File: src/rtl/twi_pkg.sv
package twi_pkg;

    typedef enum logic [2:0] {
        PH_IDLE,
        PH_DEV,
        PH_AHI,
        PH_ALO,
        PH_RADR,
        PH_WR,
        PH_RD,
        PH_SKIP
    } phase_e;

    typedef enum logic {
        TG_MEM,
        TG_REG
    } tgt_e;

    localparam logic [3:0] ID_MEM = 4'b1010;
    localparam logic [3:0] ID_REG = 4'b1101;

endpackage

File: src/rtl/twi_line_sync.sv
module twi_line_sync #(
    parameter int STAGES = 2
) (
    input  logic clk,
    input  logic rst_n,
    input  logic scl_i,
    input  logic sda_i,
    output logic sda_s,
    output logic scl_rise,
    output logic scl_fall,
    output logic start_c,
    output logic stop_c
);
    logic [STAGES-1:0] scl_q, sda_q;
    logic              scl_p_q, sda_p_q;
    logic              scl_s;

    always_ff @(posedge clk or negedge rst_n) begin
        if (!rst_n) begin
            scl_q   <= '1;
            sda_q   <= '1;
            scl_p_q <= 1'b1;
            sda_p_q <= 1'b1;
        end else begin
            scl_q   <= {scl_q[STAGES-2:0], scl_i};
            sda_q   <= {sda_q[STAGES-2:0], sda_i};
            scl_p_q <= scl_q[STAGES-1];
            sda_p_q <= sda_q[STAGES-1];
        end
    end

    assign scl_s    = scl_q[STAGES-1];
    assign sda_s    = sda_q[STAGES-1];
    assign scl_rise = scl_s & ~scl_p_q;
    assign scl_fall = ~scl_s & scl_p_q;
    // SDA moving while SCL stays high marks a bus condition
    assign start_c  = scl_s & scl_p_q & sda_p_q & ~sda_s;
    assign stop_c   = scl_s & scl_p_q & ~sda_p_q & sda_s;

endmodule

File: src/rtl/twi_protect.sv
module twi_protect #(
    parameter int AW = 13
) (
    input  logic [1:0]    wp_mode,
    input  logic [AW-1:0] addr,
    output logic          blocked
);
    always_comb begin
        case (wp_mode)
            2'b01:   blocked = (addr[AW-1:AW-2] == 2'b00);
            2'b10:   blocked = ~addr[AW-1];
            2'b11:   blocked = 1'b1;
            default: blocked = 1'b0;
        endcase
    end
endmodule

File: src/rtl/dual_id_twi_slave.sv
module dual_id_twi_slave
    import twi_pkg::*;
#(
    parameter int MEM_AW      = 13,
    parameter int REG_N       = 15,
    parameter int SYNC_STAGES = 2
) (
    input  logic              clk,
    input  logic              rst_n,
    input  logic              scl_i,
    input  logic              sda_i,
    output logic              sda_oe,
    input  logic [1:0]        wp_mode,
    output logic [MEM_AW-1:0] mem_addr,
    output logic              mem_we,
    output logic [7:0]        mem_wdata,
    input  logic [7:0]        mem_rdata,
    output logic [3:0]        reg_addr,
    output logic              reg_we,
    output logic [7:0]        reg_wdata,
    input  logic [7:0]        reg_rdata
);
    localparam int              REG_AW    = 4;
    localparam logic [REG_AW-1:0] REG_LAST = REG_AW'(REG_N - 1);
    localparam logic [7:0]      REG_LAST8 = 8'(REG_N - 1);

    typedef struct packed {
        phase_e            ph;
        tgt_e              tgt;
        logic              rw;
        logic [3:0]        bcnt;
        logic              ackph;
        logic              mack;
        logic [7:0]        sh;
        logic [7:0]        tx;
        logic              oe;
        logic [MEM_AW-1:0] mptr;
        logic [REG_AW-1:0] rptr;
        logic              mwe;
        logic              rwe;
        logic [7:0]        wd;
    } st_t;

    st_t  q, d;
    logic sda_s, scl_rise, scl_fall, start_c, stop_c;
    logic blocked;
    logic [7:0] rdata_sel;
    logic [REG_AW-1:0] rptr_next;

    twi_line_sync #(.STAGES(SYNC_STAGES)) u_sync (
        .clk      (clk),
        .rst_n    (rst_n),
        .scl_i    (scl_i),
        .sda_i    (sda_i),
        .sda_s    (sda_s),
        .scl_rise (scl_rise),
        .scl_fall (scl_fall),
        .start_c  (start_c),
        .stop_c   (stop_c)
    );

    twi_protect #(.AW(MEM_AW)) u_prot (
        .wp_mode (wp_mode),
        .addr    (q.mptr),
        .blocked (blocked)
    );

    assign rdata_sel = (q.tgt == TG_MEM) ? mem_rdata : reg_rdata;
    assign rptr_next = (q.rptr == REG_LAST) ? '0 : q.rptr + REG_AW'(1);

    always_comb begin
        d     = q;
        d.mwe = 1'b0;
        d.rwe = 1'b0;
        if (stop_c) begin
            d.ph    = PH_IDLE;
            d.oe    = 1'b0;
            d.bcnt  = '0;
            d.ackph = 1'b0;
        end else if (start_c) begin
            d.ph    = PH_DEV;
            d.oe    = 1'b0;
            d.bcnt  = '0;
            d.ackph = 1'b0;
        end else if (q.ph != PH_IDLE && q.ph != PH_SKIP) begin
            if (scl_rise) begin
                if (q.ackph) begin
                    d.mack = ~sda_s;
                end else begin
                    d.sh   = {q.sh[6:0], sda_s};
                    d.bcnt = q.bcnt + 4'd1;
                end
            end else if (scl_fall) begin
                if (q.ackph) begin
                    // acknowledge clock finished
                    d.ackph = 1'b0;
                    d.bcnt  = '0;
                    d.oe    = 1'b0;
                    case (q.ph)
                        PH_DEV: begin
                            if (q.rw) begin
                                d.ph = PH_RD;
                                d.tx = rdata_sel;
                                d.oe = ~rdata_sel[7];
                            end else begin
                                d.ph = (q.tgt == TG_MEM) ? PH_AHI : PH_RADR;
                            end
                        end
                        PH_AHI:          d.ph = PH_ALO;
                        PH_ALO, PH_RADR: d.ph = PH_WR;
                        PH_WR: begin
                            if (q.tgt == TG_MEM) d.mptr = q.mptr + MEM_AW'(1);
                            else                 d.rptr = rptr_next;
                        end
                        PH_RD: begin
                            if (q.mack) begin
                                d.tx = rdata_sel;
                                d.oe = ~rdata_sel[7];
                            end else begin
                                d.ph = PH_SKIP;
                            end
                        end
                        default: ;
                    endcase
                end else if (q.bcnt == 4'd8) begin
                    // eighth bit in: decide acknowledge
                    d.ackph = 1'b1;
                    d.oe    = 1'b1;
                    case (q.ph)
                        PH_DEV: begin
                            if ((q.sh[7:4] == ID_MEM || q.sh[7:4] == ID_REG) && q.sh[3:1] == 3'b000) begin
                                d.tgt = (q.sh[7:4] == ID_MEM) ? TG_MEM : TG_REG;
                                d.rw  = q.sh[0];
                            end else begin
                                d.ph    = PH_SKIP;
                                d.oe    = 1'b0;
                                d.ackph = 1'b0;
                            end
                        end
                        PH_AHI: d.mptr[MEM_AW-1:8] = q.sh[MEM_AW-9:0];
                        PH_ALO: d.mptr[7:0]        = q.sh;
                        PH_RADR: begin
                            if (q.sh <= REG_LAST8) begin
                                d.rptr = q.sh[REG_AW-1:0];
                            end else begin
                                d.ph    = PH_SKIP;
                                d.oe    = 1'b0;
                                d.ackph = 1'b0;
                            end
                        end
                        PH_WR: begin
                            if (q.tgt == TG_MEM && blocked) begin
                                d.ph    = PH_SKIP;
                                d.oe    = 1'b0;
                                d.ackph = 1'b0;
                            end else begin
                                d.mwe = (q.tgt == TG_MEM);
                                d.rwe = (q.tgt == TG_REG);
                                d.wd  = q.sh;
                            end
                        end
                        PH_RD: begin
                            d.oe = 1'b0;
                            if (q.tgt == TG_MEM) d.mptr = q.mptr + MEM_AW'(1);
                            else                 d.rptr = rptr_next;
                        end
                        default: ;
                    endcase
                end else if (q.ph == PH_RD) begin
                    d.oe = ~q.tx[3'(4'd7 - q.bcnt)];
                end
            end
        end
    end

    always_ff @(posedge clk or negedge rst_n) begin
        if (!rst_n) q <= '0;
        else        q <= d;
    end

    assign sda_oe    = q.oe;
    assign mem_addr  = q.mptr;
    assign mem_we    = q.mwe;
    assign mem_wdata = q.wd;
    assign reg_addr  = q.rptr;
    assign reg_we    = q.rwe;
    assign reg_wdata = q.wd;

    AST_NO_PROTECTED_WRITE: assert property (@(posedge clk) disable iff (!rst_n)
        mem_we |-> !blocked);

    AST_REG_PTR_LEGAL: assert property (@(posedge clk) disable iff (!rst_n)
        reg_addr <= REG_LAST);

    AST_START_REARMS: assert property (@(posedge clk) disable iff (!rst_n)
        start_c |=> (q.ph == PH_DEV && !sda_oe));

    AST_STOP_RELEASES: assert property (@(posedge clk) disable iff (!rst_n)
        stop_c |=> !sda_oe);

    AST_MEM_PTR_UNTOUCHED: assert property (@(posedge clk) disable iff (!rst_n)
        (q.tgt == TG_REG && q.ph inside {PH_RADR, PH_WR, PH_RD}) |=> $stable(mem_addr));

    AST_MEM_STROBE_SOLO: assert property (@(posedge clk) disable iff (!rst_n)
        mem_we |=> !mem_we);

endmodule

File: config.mk
export PLATFORM = sky130hd
export DESIGN_NAME = dual_id_twi_slave
export DESIGN_NICKNAME = d
export VERILOG_FILES = /design/src/rtl/twi_pkg.sv /design/src/rtl/twi_line_sync.sv /design/src/rtl/twi_protect.sv /design/src/rtl/dual_id_twi_slave.sv
export SDC_FILE = /design/constraint.sdc
export NUM_CORES = 1
export LEC_CHECK = 0
export BUFFER_PORTS_ARGS = -buffer_cell sky130_fd_sc_hd__buf_2
export CAP_MARGIN = 20
export CORE_MARGIN = 2
export CORE_UTILIZATION = 57
export DETAILED_ROUTE_END_ITERATION = 8
export PLACE_DENSITY = 0.76
export SYNTH_ARGS = -nofsm -noshare
export SYNTH_HDL_FRONTEND = slang
export SYNTH_SLANG_ARGS = --single-unit
File: constraint.sdc
create_clock -name clk -period 3.2 [get_ports clk]
set_input_delay 0.16 -clock clk [delete_from_list [all_inputs] [get_ports clk]]
set_output_delay 0.16 -clock clk [all_outputs]
set_load 0.01 [all_outputs]
==> results.json, run 1 <==
{
  "status": "finished, final reports clean",
  "hold_buffers": 2,
  "yosys-top-cells-area": "dfrtp_1 36%, mux2_2 7.7%, buf_4 6.7%",
  "port_buffers": 57,
  "maxClockFrequency_ghz": 0.3968,
  "drive_gt1_share_pct": 31.85,
  "setup_slack_ns": 0.6796,
  "cts_setup_buffers": 0,
  "routabilityCongestion": 0.9501,
  "crit_buf_inv": 0,
  "cp_slowest_cell": "and4b_1",
  "tightest_slew_ns": 0.8910,
  "synth.distinct_cells": 77,
  "ctsResizeCount": 0,
  "mostFrequentLayoutCell": "buf_2",
  "wirelength_um": 8066,
  "skew_ns": 0.008611,
  "setup_viol": 0,
  "endpoint_kind": "flop",
  "synth_async_sr_flop_share_pct": 100.0,
  "dp.final_hpwl_um": 5663,
  "multiInputGateArea_um2": 1861,
  "fin_area_um2": 4133,
  "cp_top_family": "simple AND/OR/NAND/NOR gates",
  "worstPathCellList": "nor2b_1, a32oi_1, and4b_1, mux2_2",
  "num_rows": 29,
  "synthesis.nets": 402,
  "min_path_type": "in -> reg",
  "cp.required_ns": 3.42,
  "powerDensity_nw_per_um2": 440.3,
  "power.total_mw": 1.820,
  "cts_tree": "built",
  "io_pins": 58,
  "antenna_left": 0,
  "final_nets": 429,
  "max-slew-margin-rel_pct": 40.60,
  "timing.hold.ws_ns": 0.1886,
  "dr.pass1.iters": 4,
  "clk_latency_ns": 0.35,
  "grt_pass1_wl_um": 13300,
  "ys.flop_type": "dfrtp_1",
  "drt_iter0_markers": 264,
  "period_needed_ns": 2.520,
  "seqCellArea_um2": 1534,
  "synthCells": 374,
  "syn2layout_area_growth_pct": 8.974,
  "layoutNonFillerInstCount": 482,
  "fp.dieArea_um2": 7321,
  "placedCellCount": 463,
  "vias": 2937,
  "r2r_start": "q[52]",
  "synth_seq_cells": 61,
  "synth_area_leader_cell": "dfrtp_1",
  "cts_sinks": 61,
  "min_from": "mem_rdata[1]",
  "via_per_inst": 6.093,
  "grt_setup_unrepaired": "no",
  "die_y_um": 85.57,
  "cp-startpoint": "q[52]",
  "finalMaxSlewViolations": 0,
  "leakage_nw": 1.966,
  "syn_area_per_cell_um2": 10.14,
  "crit_cells": 4,
  "critPathArrivalTime_ns": 2.75,
  "hold_violations": 0,
  "post-route-period-util_pct": 78.76,
  "tns_ns": 0,
  "ir_drop_mv": 0.3373,
  "critical_path.max_fanout": 14,
  "coreArea_um2": 6386,
  "die_x_um": 85.57,
  "grt.total_usage_pct": 23.09,
  "yosysWarningCount": 0,
  "clk_path_buf_depth": 2,
  "mostFrequentLayoutCells": "57 x buf_2, 55 x dfrtp_1, 27 x nor2_1, 26 x mux2_2, 23 x nand2_1",
  "htree_levels": 3,
  "n_antenna_cell": 0,
  "overflow": 0,
  "criticalPathCategory": "reg -> reg",
  "grt_pass1_vias": 2744,
  "synth_top_area_share_pct": 36.29,
  "pre_cts_ws_ns": 0.7632,
  "reg2reg_depth": 4,
  "max_stage_delay_ns": 0.61,
  "final_util_pct": 64.71,
  "ys_seq_area_share_pct": 40.45,
  "cts_root_buf": "clkbuf_8",
  "wire_per_inst_um": 16.73,
  "hold_depth": 4,
  "syn_area_um2": 3792,
  "place_area_um2": 3870,
  "drc_errors": 0,
  "fillCellCount": 508,
  "start_util_pct": 59.38,
  "clk_pin_slew_ns": 0.06,
  "synth_edf_count": 0,
  "start_kind": "flop",
  "antenna_found_initial": 0,
  "numCtsBuffers": 9,
  "grt_max_degree": 47,
  "drv_cap": 0
}
## synth_stat cells, drive strengths merged (3+ instances only)
cell type	number
nand3	10
a21o	4
o21ai	10
and3b	3
mux2i	9
ha	6
o31ai	4
o22a	4
or2	3
nor2b	5
a32oi	3
nor3	7
o31a	3
and3	4
a2bb2oi	4
mux2	27
inv	15
a211o	3
dfstp	6
o22ai	5
a21oi	23
nor3b	4
clkbuf	6
dfrtp	55
buf	44
o311ai	3
nand2	23
nand4b	3
nor2	28
## cells by family (layout without fill, tap and decap cells)
logic type / Yosys count / count (layout) / share of synthesized area, %
fa+ha+maj: 6 / 6 / 1.979
compound gates: 98 / 98 / 19.76
simple gates: 103 / 103 / 15.05
buf+inv: 65 / 96 / 10.49
flops: 61 / 61 / 40.45
mux: 38 / 38 / 11.58
xor+xnor: 3 / 3 / 0.6930
## worst register-to-register path, stage by stage (launching register included)
cell and delay (ns):
dfrtp_1 0.54, nor2b_1 0.45, a32oi_1 0.42, and4b_1 0.61, mux2_2 0.39
## final cells by class
class	count	share of cell area (%)
multi-input combinational	248	45.02
sequential	61	37.12
timing repair buffer	66	9.022
clock buffer	10	3.330
tap	77	2.331
clock inverter	5	1.817
inverter	15	1.362
## flip-flops by register name, indices dropped and copies added (netlist names)
name,cells
q,27
u_sync.scl_q,2
u_sync.sda_q,2
mem_we,1
u_sync.scl_p_q,1
u_sync.sda_p_q,1
sda_oe,1
reg_addr,4
mem_wdata,8
reg_we,1
mem_addr,13
## final timing paths
kind | end | slack, ns
max | q[33] | 0.68
min | q[29] | 0.19
max reg2reg | q[33] | 0.68
min reg2reg | u_sync.sda_q[1] | 0.36
max in group asynchronous | q[42] | 2.35
min in group asynchronous | q[41] | 0.29
## power breakdown
| group | switching [mW] | internal [mW] | total, mW |
|---|---|---|---|
| combinational | 0.0983 | 0.0869 | 0.185 |
| clock | 0.294 | 0.451 | 0.745 |
| sequential | 0.0791 | 0.810 | 0.890 |
| total | 0.471 | 1.35 | 1.82 |
## per-layer routing
layer | wire length [µm] | track usage (%) | share of wire (%) | vias to the layer above
li1 | - | - | - | 1402
met1 | 3672 | 32.49 | 46 | 1392
met2 | 3642 | 34.94 | 45 | 129
met3 | 595 | 3.946 | 7.4 | 14
met4 | 155 | 10.97 | 1.9 | 0
met5 | 0 | 0 | 0 | -
(Power assumes the default switching activity.)
==> run 2: changes to the inputs <==
Settings changed: ABC_AREA set to 1, CORE_UTILIZATION 57 to 52, PLACE_DENSITY 0.76 to 0.73.
Clock period 3.2 ns to 2.1 ns, I/O delays scaled along.
==> run 2 against run 1 <==
Non-clock buffer count is 5 higher. Worst setup slack worse by 0.54 ns. Utilization is 4.7 points lower. Synthesized cell count is 43% higher. Combinational power is 29% lower. Worst hold slack worse by 0.13 ns. Via count is 18% higher. Cell area is 5.9% higher. First-iteration DRC count is 17% lower. Clock-buffer cell count is 2 higher. Clock power is 38% higher. Largest power group unchanged.
==> results.json, run 2 <==
{
  "powerDensity_nw_per_um2": 540.9,
  "cp.required_ns": 2.33,
  "fp.dieArea_um2": 8269,
  "drt_iter0_markers": 218,
  "ir_drop_mv": 0.3526,
  "skew_ns": 0.01153,
  "syn2layout_area_growth_pct": 11.40,
  "numCtsBuffers": 9,
  "routabilityCongestion": 1.020,
  "fin_area_um2": 4378,
  "io_pins": 58,
  "die_y_um": 90.94,
  "hold_violations": 0,
  "synth_async_sr_flop_share_pct": 100.0,
  "power.share.clock_pct": 43.5,
  "antenna_left": 0,
  "yosysWarningCount": 0,
  "drc_errors": 0,
  "p_seq_share_pct": 50.9,
  "leakage_nw": 2.229,
  "n_antenna_cell": 0,
  "finalMaxSlewViolations": 0,
  "place_area_um2": 4141,
  "max-slew-margin-rel_pct": 74.93,
  "p_comb_share_pct": 5.6,
  "synth_top_area_share_pct": 35.02,
  "grt_pass1_wl_um": 14950,
  "htree_levels": 3,
  "overflow": 0,
  "port_buffers": 57,
  "drive_gt1_share_pct": 22.80,
  "yosys-top-cells-area": "dfrtp_1 35%, nand2_1 15%, buf_4 6.5%",
  "mostFrequentLayoutCells": "155 x nand2_1, 57 x buf_2, 54 x dfrtp_1, 50 x inv_1, 37 x o21ai_1",
  "vias": 3470,
  "num_rows": 31,
  "maxClockFrequency_ghz": 0.5103,
  "placedCellCount": 659,
  "syn_area_per_cell_um2": 7.360,
  "synth_seq_cells": 61,
  "synthCells": 534,
  "cts_root_buf": "clkbuf_8",
  "clk_path_buf_depth": 2,
  "wire_per_inst_um": 13.42,
  "synth.distinct_cells": 35,
  "synth_edf_count": 0,
  "grt_max_degree": 62,
  "syn_area_um2": 3930,
  "grt.total_usage_pct": 22.41,
  "synth_area_leader_cell": "dfrtp_1",
  "period_needed_ns": 1.960,
  "mostFrequentLayoutCell": "nand2_1",
  "critical_path.max_fanout": 7,
  "cts_setup_buffers": 0,
  "cts_sinks": 61,
  "setup_viol": 0,
  "cts_tree": "built",
  "layoutNonFillerInstCount": 678,
  "post-synth-top-count-cell": "nand2_1",
  "grt_pass1_vias": 3158,
  "power.switching_uw": 545.0,
  "start_kind": "flop",
  "clk_pin_slew_ns": 0.07,
  "drv_cap": 0,
  "wirelength_um": 9099,
  "endpoint_kind": "flop",
  "via_per_inst": 5.118,
  "ys_seq_area_share_pct": 39.03,
  "ys_top_cells_by_count": "157 x nand2_1, 55 x dfrtp_1, 51 x inv_1",
  "switching_share_pct": 23.02,
  "coreArea_um2": 7292,
  "dr.pass1.iters": 5,
  "die_x_um": 90.94,
  "final_nets": 602,
  "regMostFlops": "q",
  "antenna_found_initial": 0,
  "criticalPathCategory": "reg -> reg",
  "status": "finished, final reports clean",
  "internal_power_mw": 1.823,
  "tightest_slew_ns": 0.3731,
  "min_path_type": "in -> reg",
  "start_util_pct": 53.89,
  "largest_reg_flops": 27,
  "critPathArrivalTime_ns": 2.19,
  "dp.final_hpwl_um": 6826,
  "clk_latency_ns": 0.33,
  "regToRegSetupSlack_ns": 0.14,
  "grt_setup_unrepaired": "yes",
  "post-route-period-util_pct": 93.32,
  "synthesis.nets": 562,
  "ys.flop_type": "dfrtp_1"
}
-- run 2: changes by cell type in the layout (fill, tap and decap cells not counted), sizes merged, moves of 14 or more --
cell	previous run	this run
inv	15	61
nor2	28	42
nand3	10	40
mux2	27	0
o21ai	10	61
nand2	23	160
-- run 2: worst paths after layout --
check                                     start               to  cells after the start
worst max-delay path             u_sync.scl_p_q      mem_addr[9]                     10
worst min-delay path               reg_rdata[2]            q[30]                      3
worst max register to register   u_sync.scl_p_q      mem_addr[9]                     10
worst min register to register  u_sync.scl_q[0]  u_sync.scl_q[1]                      0
max in group asynchronous                 rst_n  u_sync.sda_q[1]                      3
min in group asynchronous                 rst_n            q[49]                      3
-- run 2: cell type report --
| type | instances | area [µm²] |
|---|---|---|
| Multi-Input combinational cell | 369 | 1883 |
| Timing Repair Buffer | 71 | 410.4 |
| Sequential cell | 61 | 1535 |
| Tap cell | 99 | 123.9 |
| Clock buffer | 12 | 145.1 |
| Fill cell | 707 | 2914 |
| Inverter | 62 | 232.7 |
| Clock inverter | 4 | 47.55 |
-- run 2: per-stage QoR --
stage / power, mW / utilization, % / TNS (ns) / setup WS (ns) / hold WS, ns
2_1_floorplan: 1.286 / - / 0 / 0.1727 / -0.1906
4_1_cts: 2.390 / 59.85 / 0 / 0.1203 / 0.05845
3_3_place_gp: 1.354 / 56.79 / 0 / 0.2204 / 0.1395
3_5_place_dp: 1.356 / 56.79 / 0 / 0.1285 / 0.1401
5_1_grt: 2.470 / 60.04 / -0.07299 / -0.05810 / 0.05705
6_report: 2.368 / 60.04 / 0 / 0.1403 / 0.06170
-- run 2: power groups by stage --
stage	Sequential (mW)	Combinational, mW	Clock [mW]
global route	1.21	0.150	1.11
finish	1.21	0.132	1.03
floorplan	1.23	0.0573	0
CTS	1.21	0.133	1.05
global placement	1.23	0.126	0
detailed placement	1.23	0.128	0
-- run 2: kinds of logic (layout without fill, tap and decap cells) --
family,count (synthesis),count (layout),synth area share (%)
simple gates,270,270,32.28
xor+xnor,8,8,1.783
buf+inv,104,149,13.37
flops,61,61,39.03
compound gates,85,85,11.62
fa+ha+maj,6,6,1.910
-- run 2: what timing repair did --
action,4_1_cts,5_1_grt
hold buffers,3,0
setup endpoints to repair,0,22
gates resized for setup,0,6
endpoints found under the hold margin,57,0
-- run 2: critical path, stage by stage (launching register included) --
cell	delay (ns)
dfstp_2	0.55
inv_1	0.04
ha_1	0.30
inv_1	0.14
nand2_1	0.08
nor2_2	0.22
nand2_1	0.13
nor2_4	0.20
o21ai_1	0.09
nand2_1	0.08
inv_1	0.04
-- run 2: layer usage --
metal / GRT usage (%) / routed length, µm / vias up
li1: - / - / 1771
met1: 31.31 / 4295 / 1578
met2: 35.06 / 4086 / 106
met3: 4.232 / 581 / 15
met4: 7.702 / 136 / 0
met5: 0 / 0 / -
